<file path="config.mk">
export PLATFORM = sky130hd
export DESIGN_NAME = vtlb_top
export DESIGN_NICKNAME = d
export VERILOG_FILES = /design/src/rtl/vtlb_pkg.sv /design/src/rtl/vtlb_match.sv /design/src/rtl/vtlb_store.sv /design/src/rtl/vtlb_recency.sv /design/src/rtl/vtlb_top.sv
export SDC_FILE = /design/constraint.sdc
export NUM_CORES = 1
export LEC_CHECK = 0
export BUFFER_PORTS_ARGS = -buffer_cell sky130_fd_sc_hd__buf_2
export CAP_MARGIN = 20
export CORE_AREA = 2 2 224 226
export CTS_CLUSTER_DIAMETER = 120
export DETAILED_ROUTE_END_ITERATION = 7
export DIE_AREA = 0 0 226 228
export PLACE_DENSITY = 0.77
export SLEW_MARGIN = 15
export SYNTH_ARGS = -nofsm -noshare
export SYNTH_HDL_FRONTEND = slang
export SYNTH_HIERARCHICAL = 1
export SYNTH_SLANG_ARGS = --single-unit
export TNS_END_PERCENT = 50
</file>
<file path="constraint.sdc">
create_clock -name clk -period 20.9 [get_ports clk]
set_input_delay 1.045 -clock clk [delete_from_list [all_inputs] [get_ports clk]]
set_output_delay 1.045 -clock clk [all_outputs]
set_load 0.05 [all_outputs]
</file>
<file path="src/rtl/vtlb_pkg.sv">
package vtlb_pkg;

    typedef enum logic [1:0] {
        PG_4K  = 2'd0,
        PG_2M  = 2'd1,
        PG_4M  = 2'd2,
        PG_RSV = 2'd3
    } pg_size_e;

    typedef enum logic [1:0] {
        UPD_HOLD    = 2'd0,
        UPD_PROMOTE = 2'd1,
        UPD_INSERT  = 2'd2
    } upd_op_e;

    localparam int ATTR_W   = 6;
    localparam int ATTR_WR  = 0;
    localparam int ATTR_USR = 1;
    localparam int ATTR_NX  = 2;
    localparam int ATTR_UC  = 3;
    localparam int ATTR_GLB = 4;
    localparam int ATTR_PAT = 5;

    // number of offset bits for a page-size code
    function automatic int unsigned pg_shift(input pg_size_e code);
        unique case (code)
            PG_2M:   return 21;
            PG_4M:   return 22;
            default: return 12;
        endcase
    endfunction

endpackage

</file>
<file path="src/rtl/vtlb_match.sv">
module vtlb_match
    import vtlb_pkg::*;
#(
    parameter int N    = 4,
    parameter int VA_W = 32
) (
    input  logic [VA_W-1:0]         va,
    input  logic [N-1:0]            valid_vec,
    input  logic [N-1:0][VA_W-1:0]  vbase_arr,
    input  logic [N-1:0][1:0]       size_arr,
    output logic [N-1:0]            hit_vec
);
    localparam logic [VA_W-1:0] ONE = VA_W'(1);

    for (genvar i = 0; i < N; i++) begin : g_cmp
        logic [VA_W-1:0] span_m1;
        logic [VA_W:0]   lo;
        logic [VA_W:0]   hi;
        logic [VA_W:0]   probe;

        assign span_m1 = (ONE << pg_shift(pg_size_e'(size_arr[i]))) - ONE;
        // one extra bit so a page ending at the top of the space does not wrap
        assign lo      = {1'b0, vbase_arr[i]};
        assign hi      = lo + {1'b0, span_m1} + {{VA_W{1'b0}}, 1'b1};
        assign probe   = {1'b0, va};
        assign hit_vec[i] = valid_vec[i] && (probe >= lo) && (probe < hi);
    end

endmodule

</file>
<file path="src/rtl/vtlb_store.sv">
module vtlb_store
    import vtlb_pkg::*;
#(
    parameter int N    = 4,
    parameter int VA_W = 32,
    parameter int PA_W = 32,
    parameter int IW   = 2
) (
    input  logic                         clk,
    input  logic                         rst_n,
    input  logic                         we,
    input  logic [IW-1:0]                slot,
    input  logic [VA_W-1:0]              va_in,
    input  logic [PA_W-1:0]              pa_in,
    input  logic [1:0]                   size_in,
    input  logic [ATTR_W-1:0]            attr_in,
    output logic [N-1:0][VA_W-1:0]       vbase_arr,
    output logic [N-1:0][PA_W-1:0]       pbase_arr,
    output logic [N-1:0][1:0]            size_arr,
    output logic [N-1:0][ATTR_W-1:0]     attr_arr
);
    localparam logic [VA_W-1:0] ONE_V = VA_W'(1);
    localparam logic [PA_W-1:0] ONE_P = PA_W'(1);

    logic [VA_W-1:0] vmask;
    logic [PA_W-1:0] pmask;

    always_comb begin
        vmask = (ONE_V << pg_shift(pg_size_e'(size_in))) - ONE_V;
        pmask = (ONE_P << pg_shift(pg_size_e'(size_in))) - ONE_P;
    end

    always_ff @(posedge clk) begin
        if (!rst_n) begin
            vbase_arr <= '0;
            pbase_arr <= '0;
            size_arr  <= '0;
            attr_arr  <= '0;
        end else if (we) begin
            vbase_arr[slot] <= va_in & ~vmask;
            pbase_arr[slot] <= pa_in & ~pmask;
            size_arr[slot]  <= size_in;
            attr_arr[slot]  <= attr_in;
        end
    end

endmodule

</file>
<file path="src/rtl/vtlb_recency.sv">
module vtlb_recency
    import vtlb_pkg::*;
#(
    parameter int N  = 4,
    parameter int IW = 2
) (
    input  logic                   clk,
    input  logic                   rst_n,
    input  logic                   flush_all,
    input  logic                   flush_ng,
    input  logic [N-1:0]           glob_vec,
    input  upd_op_e                op,
    input  logic [IW-1:0]          promote_idx,
    output logic [N-1:0]           valid_vec,
    output logic [N-1:0][IW-1:0]   rank_arr,
    output logic [IW-1:0]          ins_slot
);
    localparam logic [IW-1:0] LRU_RANK = IW'(N - 1);

    logic [N-1:0]          valid_q, valid_n, v1;
    logic [N-1:0][IW-1:0]  rank_q, rank_n, r1;
    logic [IW-1:0]         slot_free, slot_lru, cnt;
    logic                  have_free;

    // state register
    always_ff @(posedge clk) begin
        if (!rst_n) begin
            valid_q <= '0;
            rank_q  <= '0;
        end else begin
            valid_q <= valid_n;
            rank_q  <= rank_n;
        end
    end

    // next state: invalidate first, then fill or promotion
    always_comb begin
        v1 = valid_q;
        r1 = rank_q;
        if (flush_all) begin
            v1 = '0;
        end else if (flush_ng) begin
            for (int i = 0; i < N; i++) v1[i] = valid_q[i] & glob_vec[i];
            // compact survivors, keeping their relative order
            for (int i = 0; i < N; i++) begin
                cnt = '0;
                for (int j = 0; j < N; j++)
                    if (v1[j] && rank_q[j] < rank_q[i]) cnt = cnt + IW'(1);
                r1[i] = cnt;
            end
        end

        slot_free = '0;
        have_free = 1'b0;
        for (int i = N - 1; i >= 0; i--) begin
            if (!v1[i]) begin
                slot_free = IW'(i);
                have_free = 1'b1;
            end
        end
        slot_lru = '0;
        for (int i = 0; i < N; i++)
            if (v1[i] && r1[i] == LRU_RANK) slot_lru = IW'(i);
        ins_slot = have_free ? slot_free : slot_lru;

        valid_n = v1;
        rank_n  = r1;
        unique case (op)
            UPD_INSERT: begin
                for (int i = 0; i < N; i++) begin
                    if (IW'(i) == ins_slot) begin
                        valid_n[i] = 1'b1;
                        rank_n[i]  = '0;
                    end else if (v1[i]) begin
                        rank_n[i]  = r1[i] + IW'(1);
                    end
                end
            end
            UPD_PROMOTE: begin
                for (int i = 0; i < N; i++)
                    if (valid_q[i] && rank_q[i] < rank_q[promote_idx])
                        rank_n[i] = rank_q[i] + IW'(1);
                rank_n[promote_idx] = '0;
            end
            default: ;
        endcase
    end

    assign valid_vec = valid_q;
    assign rank_arr  = rank_q;

    logic dup;
    always_comb begin
        dup = 1'b0;
        for (int i = 0; i < N; i++)
            for (int j = 0; j < N; j++)
                if (i != j && valid_q[i] && valid_q[j] && rank_q[i] == rank_q[j]) dup = 1'b1;
    end

    AST_RANK_UNIQUE: assert property (@(posedge clk) disable iff (!rst_n)
        !dup);
    AST_FREE_FIRST: assert property (@(posedge clk) disable iff (!rst_n)
        (op == UPD_INSERT && !flush_all && !flush_ng && !(&valid_q))
        |=> $countones(valid_q) == $past($countones(valid_q)) + 1);
    AST_FILL_MRU: assert property (@(posedge clk) disable iff (!rst_n)
        op == UPD_INSERT |=> valid_q[$past(ins_slot)] && rank_q[$past(ins_slot)] == '0);
    AST_PROMOTE_MRU: assert property (@(posedge clk) disable iff (!rst_n)
        (op == UPD_PROMOTE && !flush_all && !flush_ng)
        |=> rank_q[$past(promote_idx)] == '0);
    AST_HOLD_ORDER: assert property (@(posedge clk) disable iff (!rst_n)
        (op == UPD_HOLD && !flush_all && !flush_ng)
        |=> (valid_q == $past(valid_q) && rank_q == $past(rank_q)));
    AST_FLUSH_EMPTY: assert property (@(posedge clk) disable iff (!rst_n)
        (flush_all && op != UPD_INSERT) |=> valid_q == '0);
    AST_FLUSH_KEEP_GLOBAL: assert property (@(posedge clk) disable iff (!rst_n)
        (flush_ng && !flush_all && op != UPD_INSERT)
        |=> valid_q == $past(valid_q & glob_vec));

endmodule

</file>
<file path="src/rtl/vtlb_top.sv">
module vtlb_top
    import vtlb_pkg::*;
#(
    parameter int NUM_ENTRIES = 4,
    parameter int VA_W        = 32,
    parameter int PA_W        = 32
) (
    input  logic               clk,
    input  logic               rst_n,
    input  logic               lu_req,
    input  logic [VA_W-1:0]    lu_va,
    input  logic               lu_promote,
    output logic               lu_hit,
    output logic [PA_W-1:0]    lu_pa,
    output logic [5:0]         lu_attr,
    input  logic               fill_req,
    input  logic [VA_W-1:0]    fill_va,
    input  logic [PA_W-1:0]    fill_pa,
    input  logic [1:0]         fill_size,
    input  logic [5:0]         fill_attr,
    input  logic               inv_all,
    input  logic               inv_nonglobal
);
    localparam int N  = NUM_ENTRIES;
    localparam int IW = (N > 1) ? $clog2(N) : 1;
    localparam logic [VA_W-1:0] ONE = VA_W'(1);

    logic [N-1:0]                valid_vec, hit_vec, glob_vec;
    logic [N-1:0][IW-1:0]        rank_arr;
    logic [N-1:0][VA_W-1:0]      vbase_arr;
    logic [N-1:0][PA_W-1:0]      pbase_arr;
    logic [N-1:0][1:0]           size_arr;
    logic [N-1:0][ATTR_W-1:0]    attr_arr;
    logic [IW-1:0]               ins_slot, win_idx, best_rank;
    logic                        found;
    logic [VA_W-1:0]             off_va;
    logic [PA_W-1:0]             pa_c;
    upd_op_e                     op;

    for (genvar i = 0; i < N; i++) begin : g_glob
        assign glob_vec[i] = attr_arr[i][ATTR_GLB];
    end

    vtlb_match #(.N(N), .VA_W(VA_W)) u_match (
        .va        (lu_va),
        .valid_vec (valid_vec),
        .vbase_arr (vbase_arr),
        .size_arr  (size_arr),
        .hit_vec   (hit_vec)
    );

    vtlb_store #(.N(N), .VA_W(VA_W), .PA_W(PA_W), .IW(IW)) u_store (
        .clk       (clk),
        .rst_n     (rst_n),
        .we        (fill_req),
        .slot      (ins_slot),
        .va_in     (fill_va),
        .pa_in     (fill_pa),
        .size_in   (fill_size),
        .attr_in   (fill_attr),
        .vbase_arr (vbase_arr),
        .pbase_arr (pbase_arr),
        .size_arr  (size_arr),
        .attr_arr  (attr_arr)
    );

    vtlb_recency #(.N(N), .IW(IW)) u_rec (
        .clk         (clk),
        .rst_n       (rst_n),
        .flush_all   (inv_all),
        .flush_ng    (inv_nonglobal),
        .glob_vec    (glob_vec),
        .op          (op),
        .promote_idx (win_idx),
        .valid_vec   (valid_vec),
        .rank_arr    (rank_arr),
        .ins_slot    (ins_slot)
    );

    // most recently used matching slot wins
    always_comb begin
        found     = 1'b0;
        win_idx   = '0;
        best_rank = '0;
        for (int i = 0; i < N; i++) begin
            if (hit_vec[i] && (!found || rank_arr[i] < best_rank)) begin
                found     = 1'b1;
                best_rank = rank_arr[i];
                win_idx   = IW'(i);
            end
        end
        off_va = lu_va & ((ONE << pg_shift(pg_size_e'(size_arr[win_idx]))) - ONE);
        pa_c   = pbase_arr[win_idx] | PA_W'(off_va);
    end

    // recency command: fill outranks promotion; invalidates cancel promotion
    always_comb begin
        if (fill_req)
            op = UPD_INSERT;
        else if (lu_req && lu_promote && found && !inv_all && !inv_nonglobal)
            op = UPD_PROMOTE;
        else
            op = UPD_HOLD;
    end

    // registered lookup outputs
    always_ff @(posedge clk) begin
        if (!rst_n) begin
            lu_hit  <= 1'b0;
            lu_pa   <= '0;
            lu_attr <= '0;
        end else if (lu_req && found) begin
            lu_hit  <= 1'b1;
            lu_pa   <= pa_c;
            lu_attr <= attr_arr[win_idx];
        end else begin
            lu_hit  <= 1'b0;
            lu_pa   <= '0;
            lu_attr <= '0;
        end
    end

    AST_HIT_NEEDS_REQ: assert property (@(posedge clk) disable iff (!rst_n)
        lu_hit |-> $past(lu_req));
    AST_MISS_QUIET: assert property (@(posedge clk) disable iff (!rst_n)
        !lu_hit |-> (lu_pa == '0 && lu_attr == '0));
    AST_EMPTY_NO_HIT: assert property (@(posedge clk) disable iff (!rst_n)
        (valid_vec == '0) |=> !lu_hit);

endmodule

</file>
==> flow_summary.yaml, run 1 <==
outcome:
  status: "finished, final reports clean"
pwr:
  netSwitchingFraction: 0.2780
  power.internal_uw: 1081
  p_clk_frac: 0.434
  vdd_drop_max_mv: 0.05676
  power_density_nw_per_um2: 56.40
  p_switching_uw: 416.3
  power.share.combinational: 0.164
  pwr-share-seq: 0.402
  leakage_uw: 0.01084
drt:
  routed_wl_um: 68330
  drt-pass1-iter-count: 7
  vias_per_cell: 5.820
  drtIter0Drc: 1541
  final_antenna_net_count: 0
  drc: 0
  vias: 22140
  post_drt_wl_per_cell_um: 17.96
global_route:
  grt_pass1_vias: 20950
  grt-ovfl-total: 0
  grt_max_degree: 110
  grt_use_total: 0.2592
  antenna_found_initial: 1
  grt_pass1_wl_um: 108200
layout:
  fin_area_um2: 26550
  area_delta_synth_final_pct: 8.984
  mostFrequentLayoutCell: "nand2_1"
  final_core_util: 0.5379
  layout.cells.non_filler: 3804
  final_cell_mix: "481 x nand2_1, 379 x ha_1, 307 x dfxtp_1"
  layout-drive-gt1-share: 0.08748
  fillCellCount: 4627
  n_antenna_cell: 0
  nets: 3600
cts:
  hold_buffers: 0
  htree_num_levels: 2
  tritoncts: "built"
  clkTransAtPathRegs_ns: 0.06
  post_cts_buffers: 0
  numCtsBuffers: 35
  clkLatencyLatePin_ns: 0.56
  cts.path.max_buffers: 3
  cts_sinks: 307
  cts_resized: 0
  ctsRootBufferMaster: "clkbuf_16"
placed_design:
  pre_cts_ws_ns: 8.780
  placed_area_um2: 25350
  dp.cells: 3744
  dp_hpwl_um: 48190
  io_buffers: 139
  place.gp.congestion: 0.9259
synthesis:
  syn_avg_cell_area_um2: 8.060
  synth_cells: 3022
  seq_area_frac_synth: 0.2523
  synthesis.area_um2: 24360
  synth_edf_count: 0
  ys_ff_latch: 307
  synth_top_area_frac: 0.2523
  netlist_top_cells_area: "dfxtp_1 25%, ha_1 20%, nand2_1 7.4%"
  async_reset_ff_frac: 0
  synthFlopType: "dfxtp_1"
  yosys.cell_types.count: 97
  ys_warn_count: 6
  netlist.top_cell.by_area: "dfxtp_1"
sta:
  grt_setup_unrepaired: "no"
  drv_slew: 0
  skew_ns: 0.02194
  setup-violations-final: 0
  fin_crit_sh: 0.5871
  worst_pin_slew_ns: 1.158
  slew_headroom: 0.2208
  finalCriticalPeriod_ns: 12.27
  fin_ws_ns: 8.629
  fin_tns_setup_ns: 0
  hold_violations: 0
  max_freq_mhz: 81.49
critical_path:
  slowest_stage: "buf_4"
  worst-endpoint-required_ns: 21.36
  cp.arrival_ns: 12.73
  worstSetupStartpointType: "flop"
  cp_max_fo: 63
  crit_top_cell: "ha_1"
  crit_type: "flop to flop"
  slowest_delay_ns: 0.59
  crit_path_end_kind: "flop"
worst_hold_path:
  min_path_type: "flop to flop"
floorplanning:
  chipWidth_um: 226
  dieArea_um2: 51530
  io_pins: 150
  core_area_um2: 49350
  die_h_um: 228
  start_util: 0.4936
  row_count: 82
flow_run:
  maxCapViolCount: 0
## path summary, 6_finish.rpt
| path | from | to | slack (ns) | cells past startpoint |
|---|---|---|---|---|
| worst min-delay path | u_store/pbase_arr[118]$_SDFFE_PN0P_ | u_store/pbase_arr[118]$_SDFFE_PN0P_ | 0.46 | 2 |
| worst max register to register | u_store/size_arr[0]$_SDFFE_PN0P_ | u_rec/rank_arr[5]$_SDFF_PN0_ | 8.63 | 49 |
| worst min register to register | u_store/pbase_arr[118]$_SDFFE_PN0P_ | u_store/pbase_arr[118]$_SDFFE_PN0P_ | 0.46 | 2 |
| worst max-delay path | u_store/size_arr[0]$_SDFFE_PN0P_ | u_rec/rank_arr[5]$_SDFF_PN0_ | 8.63 | 49 |
## cell families (layout without fill, tap and decap cells)
| family | count (synthesis) | after routing | synth area share |
|---|---|---|---|
| simple gates | 911 | 911 | 0.1722 |
| compound gates | 908 | 908 | 0.2586 |
| buf+inv | 384 | 425 | 0.07279 |
| fa+ha+maj | 380 | 380 | 0.1952 |
| flops | 307 | 307 | 0.2523 |
| xor+xnor | 107 | 107 | 0.03847 |
| mux | 20 | 20 | 0.009605 |
| other cells | 5 | 74 | 0.0007706 |
## registers in the layout (all words and copies together) (netlist names)
| name | count |
|---|---|
| u_store/pbase_arr | 112 |
| u_rec/rank_arr | 8 |
| u_store/size_arr | 8 |
| u_store/attr_arr | 24 |
| lu_pa | 32 |
| u_rec/valid_vec | 4 |
| lu_hit | 1 |
| u_store/vbase_arr | 112 |
| lu_attr | 6 |
## synthesized netlist by cell type (all sizes together), types with 5 or more instances
cell / instances
nand2: 484
ha: 380
dfxtp: 307
a21boi: 233
inv: 206
a21oi: 172
nand3: 145
o21ai: 137
buf: 116
a21o: 82
nor2: 80
clkbuf: 61
xnor2: 60
xor2: 47
a31oi: 41
o21a: 36
nand2b: 35
o221ai: 34
nor2b: 31
nand4: 29
o211ai: 29
nor3: 20
and3: 17
o22ai: 17
a211oi: 16
o31ai: 15
o32ai: 13
a221oi: 11
and2: 11
mux2i: 11
or2: 9
a2111oi: 8
o2111ai: 8
or4: 8
a211o: 7
mux2: 7
nor4: 7
or3: 7
nand3b: 6
conb: 5
nor3b: 5
o41ai: 5
## layer usage
metal	routed length [µm]	vias up	track usage
li1	-	10840	-
met1	30100	10510	0.3425
met2	32070	661	0.4354
met3	4199	125	0.03001
met4	1959	0	0.08940
met5	0	-	0
## power by group through the flow
stage | logic, µW | registers, µW | clock network (µW)
2_1_floorplan | 170 | 616 | 0
3_3_place_gp | 235 | 615 | 0
3_5_place_dp | 240 | 615 | 0
4_1_cts | 242 | 602 | 659
5_1_grt | 275 | 603 | 678
6_report | 245 | 602 | 650
## layout make-up
cell class              count  area (µm²)  area share
multi-input cells        2400       16740      0.6305
flip-flops and latches    307        6146      0.2315
clock buffers              51        1057     0.03983
repair buffers            158       844.6     0.03181
well taps                 672       840.8     0.03167
inverters                 207       777.0     0.02927
clock inverters             9       142.6    0.005373
## stage by stage
| step | total power (µW) | hold slack (ns) |
|---|---|---|
| after detailed placement | 854.7 | 0.4441 |
| after CTS | 1502 | 0.4522 |
| after floorplan | 785.6 | 0.4305 |
| after global routing | 1556 | 0.4675 |
| after global placement | 849.7 | 0.4380 |
| final | 1497 | 0.4555 |
## critical path: cells and delay by family, from the launching register on
family	cells	cell delay (ns)
adders and majority gates	7	1.94
buffers and inverters	7	2.07
AOI/OAI and AO/OA	20	4.42
muxes	1	0.46
DFF	1	0.40
and+or+nand+nor	13	2.67
xor gates and xnor gates	1	0.19
No activity file was read; power rests on OpenSTA's default activity.
==> run 2, diff against run 1 <==
Settings changed: ABC_AREA set to 1, CORE_AREA 2 2 224 226 to 2 2 231 233, DIE_AREA 0 0 226 228 to 0 0 233 235.
Clock period 20.9 ns to 11.9 ns, I/O delays scaled along.
==> run 2 against run 1 <==
Clock power up 72%. Utilization about the same. Total power up 81%. Global-route usage up 1.2 points. Critical path depth up 1. Combinational power up 120%. Routed wire length up 10%. Via count up 14%. Non-clock buffer count down 3.
==> flow_summary.yaml, run 2 <==
drt:
  vias_per_cell: 5.333
  routed_wl_um: 75350
  post_drt_wl_per_cell_um: 15.95
  final_antenna_net_count: 0
  drt-pass1-iter-count: 6
  drtIter0Drc: 2018
  drc: 0
  vias: 25200
sta:
  worst_pin_slew_ns: 0.9929
  finalCriticalPeriod_ns: 9.472
  setup-violations-final: 0
  fin_tns_setup_ns: 0
  hold_violations: 0
  grt_setup_unrepaired: "no"
  slew_headroom: 0.3381
  skew_ns: 0.02265
  fin_crit_sh: 0.7960
  max_freq_mhz: 105.6
  drv_slew: 0
synthesis:
  yosys.cell_types.count: 51
  netlist_top_cells_area: "dfxtp_1 24%, ha_1 18%, nand2_1 13%"
  synth_edf_count: 0
  async_reset_ff_frac: 0
  synth_top_area_frac: 0.2377
  synth_most_common_cell: "nand2_1"
  seq_area_frac_synth: 0.2377
  ys_ff_latch: 307
  netlist.top_cell.by_area: "dfxtp_1"
  ys_warn_count: 6
  synthesis.area_um2: 25850
  synth_cells: 3905
  ys_top_cells_by_count: "928 x nand2_1, 533 x inv_1, 380 x ha_1, 380 x nor2_1, 356 x a21oi_1"
  syn_avg_cell_area_um2: 6.620
  synthFlopType: "dfxtp_1"
worst_hold_path:
  worstHoldPathCells: 3
  min_path_type: "input pin to flop"
  holdPathEnd: "u_store/pbase_arr[72]$_SDFFE_PN0P_"
  min_from: "fill_pa[8]"
cts:
  cts.path.max_buffers: 3
  cts_resized: 0
  ctsRootBufferMaster: "clkbuf_16"
  hold_buffers: 0
  numCtsBuffers: 36
  clkLatencyLatePin_ns: 0.56
  clkTransAtPathRegs_ns: 0.06
  cts_sinks: 307
  htree_num_levels: 2
  post_cts_buffers: 0
  tritoncts: "built"
critical_path:
  cp-startpoint: "u_store/size_arr[0]$_SDFFE_PN0P_"
  worst-endpoint-required_ns: 12.35
  cp.arrival_ns: 9.92
  crit_path_end_kind: "flop"
  reg2reg_depth: 50
  r2r-start: "u_store/size_arr[0]$_SDFFE_PN0P_"
  path_delay_family: "simple AND/OR/NAND/NOR gates"
  reg2reg_to: "lu_pa[6]$_SDFF_PN0_"
  crit_type: "flop to flop"
  worstSetupStartpointType: "flop"
  cp_max_fo: 53
  r2r_setup_slack_ns: 2.43
  slowest_delay_ns: 0.54
  crit_top_cell: "nand2_1"
  critPathBufInv: 6
  slowest_stage: "buf_4"
pwr:
  vdd_drop_max_mv: 0.1205
  power_density_nw_per_um2: 96.67
  leakage_uw: 0.01350
  power_uw: 2716
floorplanning:
  chipWidth_um: 233
  core_area_um2: 52240
  die_h_um: 235
  dieArea_um2: 54760
  row_count: 84
  start_util: 0.4949
  io_pins: 150
placed_design:
  dp_hpwl_um: 54700
  io_buffers: 139
  place.gp.congestion: 0.9386
global_route:
  antenna_found_initial: 2
  grt_use_total: 0.2711
  grt_pass1_vias: 23650
  grt-ovfl-total: 0
  grt_pass1_wl_um: 120000
  grt_max_degree: 92
layout:
  area_delta_synth_final_pct: 8.687
  final_cell_mix: "928 x nand2_1, 533 x inv_1, 380 x nor2_1, 380 x ha_1, 356 x a21oi_1"
  nets: 4502
  largestRegisters: "u_store/pbase_arr x112, u_store/vbase_arr x112, lu_pa x32"
  fillCellCount: 5146
  layout-drive-gt1-share: 0.08298
  n_antenna_cell: 0
  mostFrequentLayoutCell: "nand2_1"
outcome:
  status: "finished, final reports clean"
flow_run:
  maxCapViolCount: 0
==> run 2: changes by cell type after synthesis, moves of 73 or more <==
cell	change
nand2_1	+447
inv_1	+329
nor2_1	+300
a21boi_0	-189
a21oi_1	+185
a21o_1	-74
nand3_1	+73
==> run 2: logic make-up after synthesis <==
| kind of cell | Yosys count | synth area share |
|---|---|---|
| buffers and inverters | 712 | 0.1148 |
| XOR/XNOR | 105 | 0.03557 |
| AO/OA/AOI/OAI | 676 | 0.1455 |
| AND/OR/NAND/NOR | 1720 | 0.2817 |
| adder cells (fa/ha/maj) | 380 | 0.1839 |
| other | 5 | 0.0007260 |
| flip-flops | 307 | 0.2377 |
==> run 2: power by group <==
part           leakage [µW]  switching, µW  internal [µW]
logic                0.0104            340            189
registers           0.00249           20.2           1050
clock network      0.000570            459            657
==> run 2: routing by layer <==
layer  global-route usage  up-vias  wire, µm
li1                     -    12770         -
met1               0.3509    11500     33120
met2               0.4599      790     35060
met3              0.02852      137      4577
met4               0.1060        4      2571
met5                    0        -        20
==> run 2: per-stage QoR <==
step	worst slack, ns	utilization	hold WS [ns]	instance area, µm²	std cells
floorplan	4.358	-	0.4151	26110	3974
global placement	2.689	0.5154	0.4202	26920	4661
detailed placement	2.587	0.5154	0.4268	26920	4661
CTS	2.498	0.5379	0.2911	28100	4725
global route	1.638	0.5379	0.3198	28100	4725
finish	2.428	0.5379	0.3167	28100	4725
==> run 2: area by class of cell <==
class | count | area [µm²] | share of cell area
clock buffers | 53 | 1047 | 0.03727
clock inverters | 11 | 128.9 | 0.004587
inverters | 556 | 2090 | 0.07436
multi-input cells | 2955 | 17010 | 0.6053
flip-flops and latches | 307 | 6146 | 0.2187
well taps | 688 | 860.8 | 0.03064
repair buffers | 155 | 818.3 | 0.02912
==> run 2: how the worst max path moves through the flow <==
stage                                to  depth (start not counted)  slack [ns]
floorplan           lu_pa[6]$_SDFF_PN0_                         53        4.36
global placement    lu_pa[6]$_SDFF_PN0_                         52        2.69
detailed placement  lu_pa[6]$_SDFF_PN0_                         52        2.59
CTS                 lu_pa[6]$_SDFF_PN0_                         52        2.50
global route        lu_pa[7]$_SDFF_PN0_                         54        1.64
finish              lu_pa[6]$_SDFF_PN0_                         50        2.43
==> run 2: tightest hold or removal path, stage by stage <==
cell     delay (ns)
buf_2          0.10
a21oi_1        0.06
nor2_1         0.09
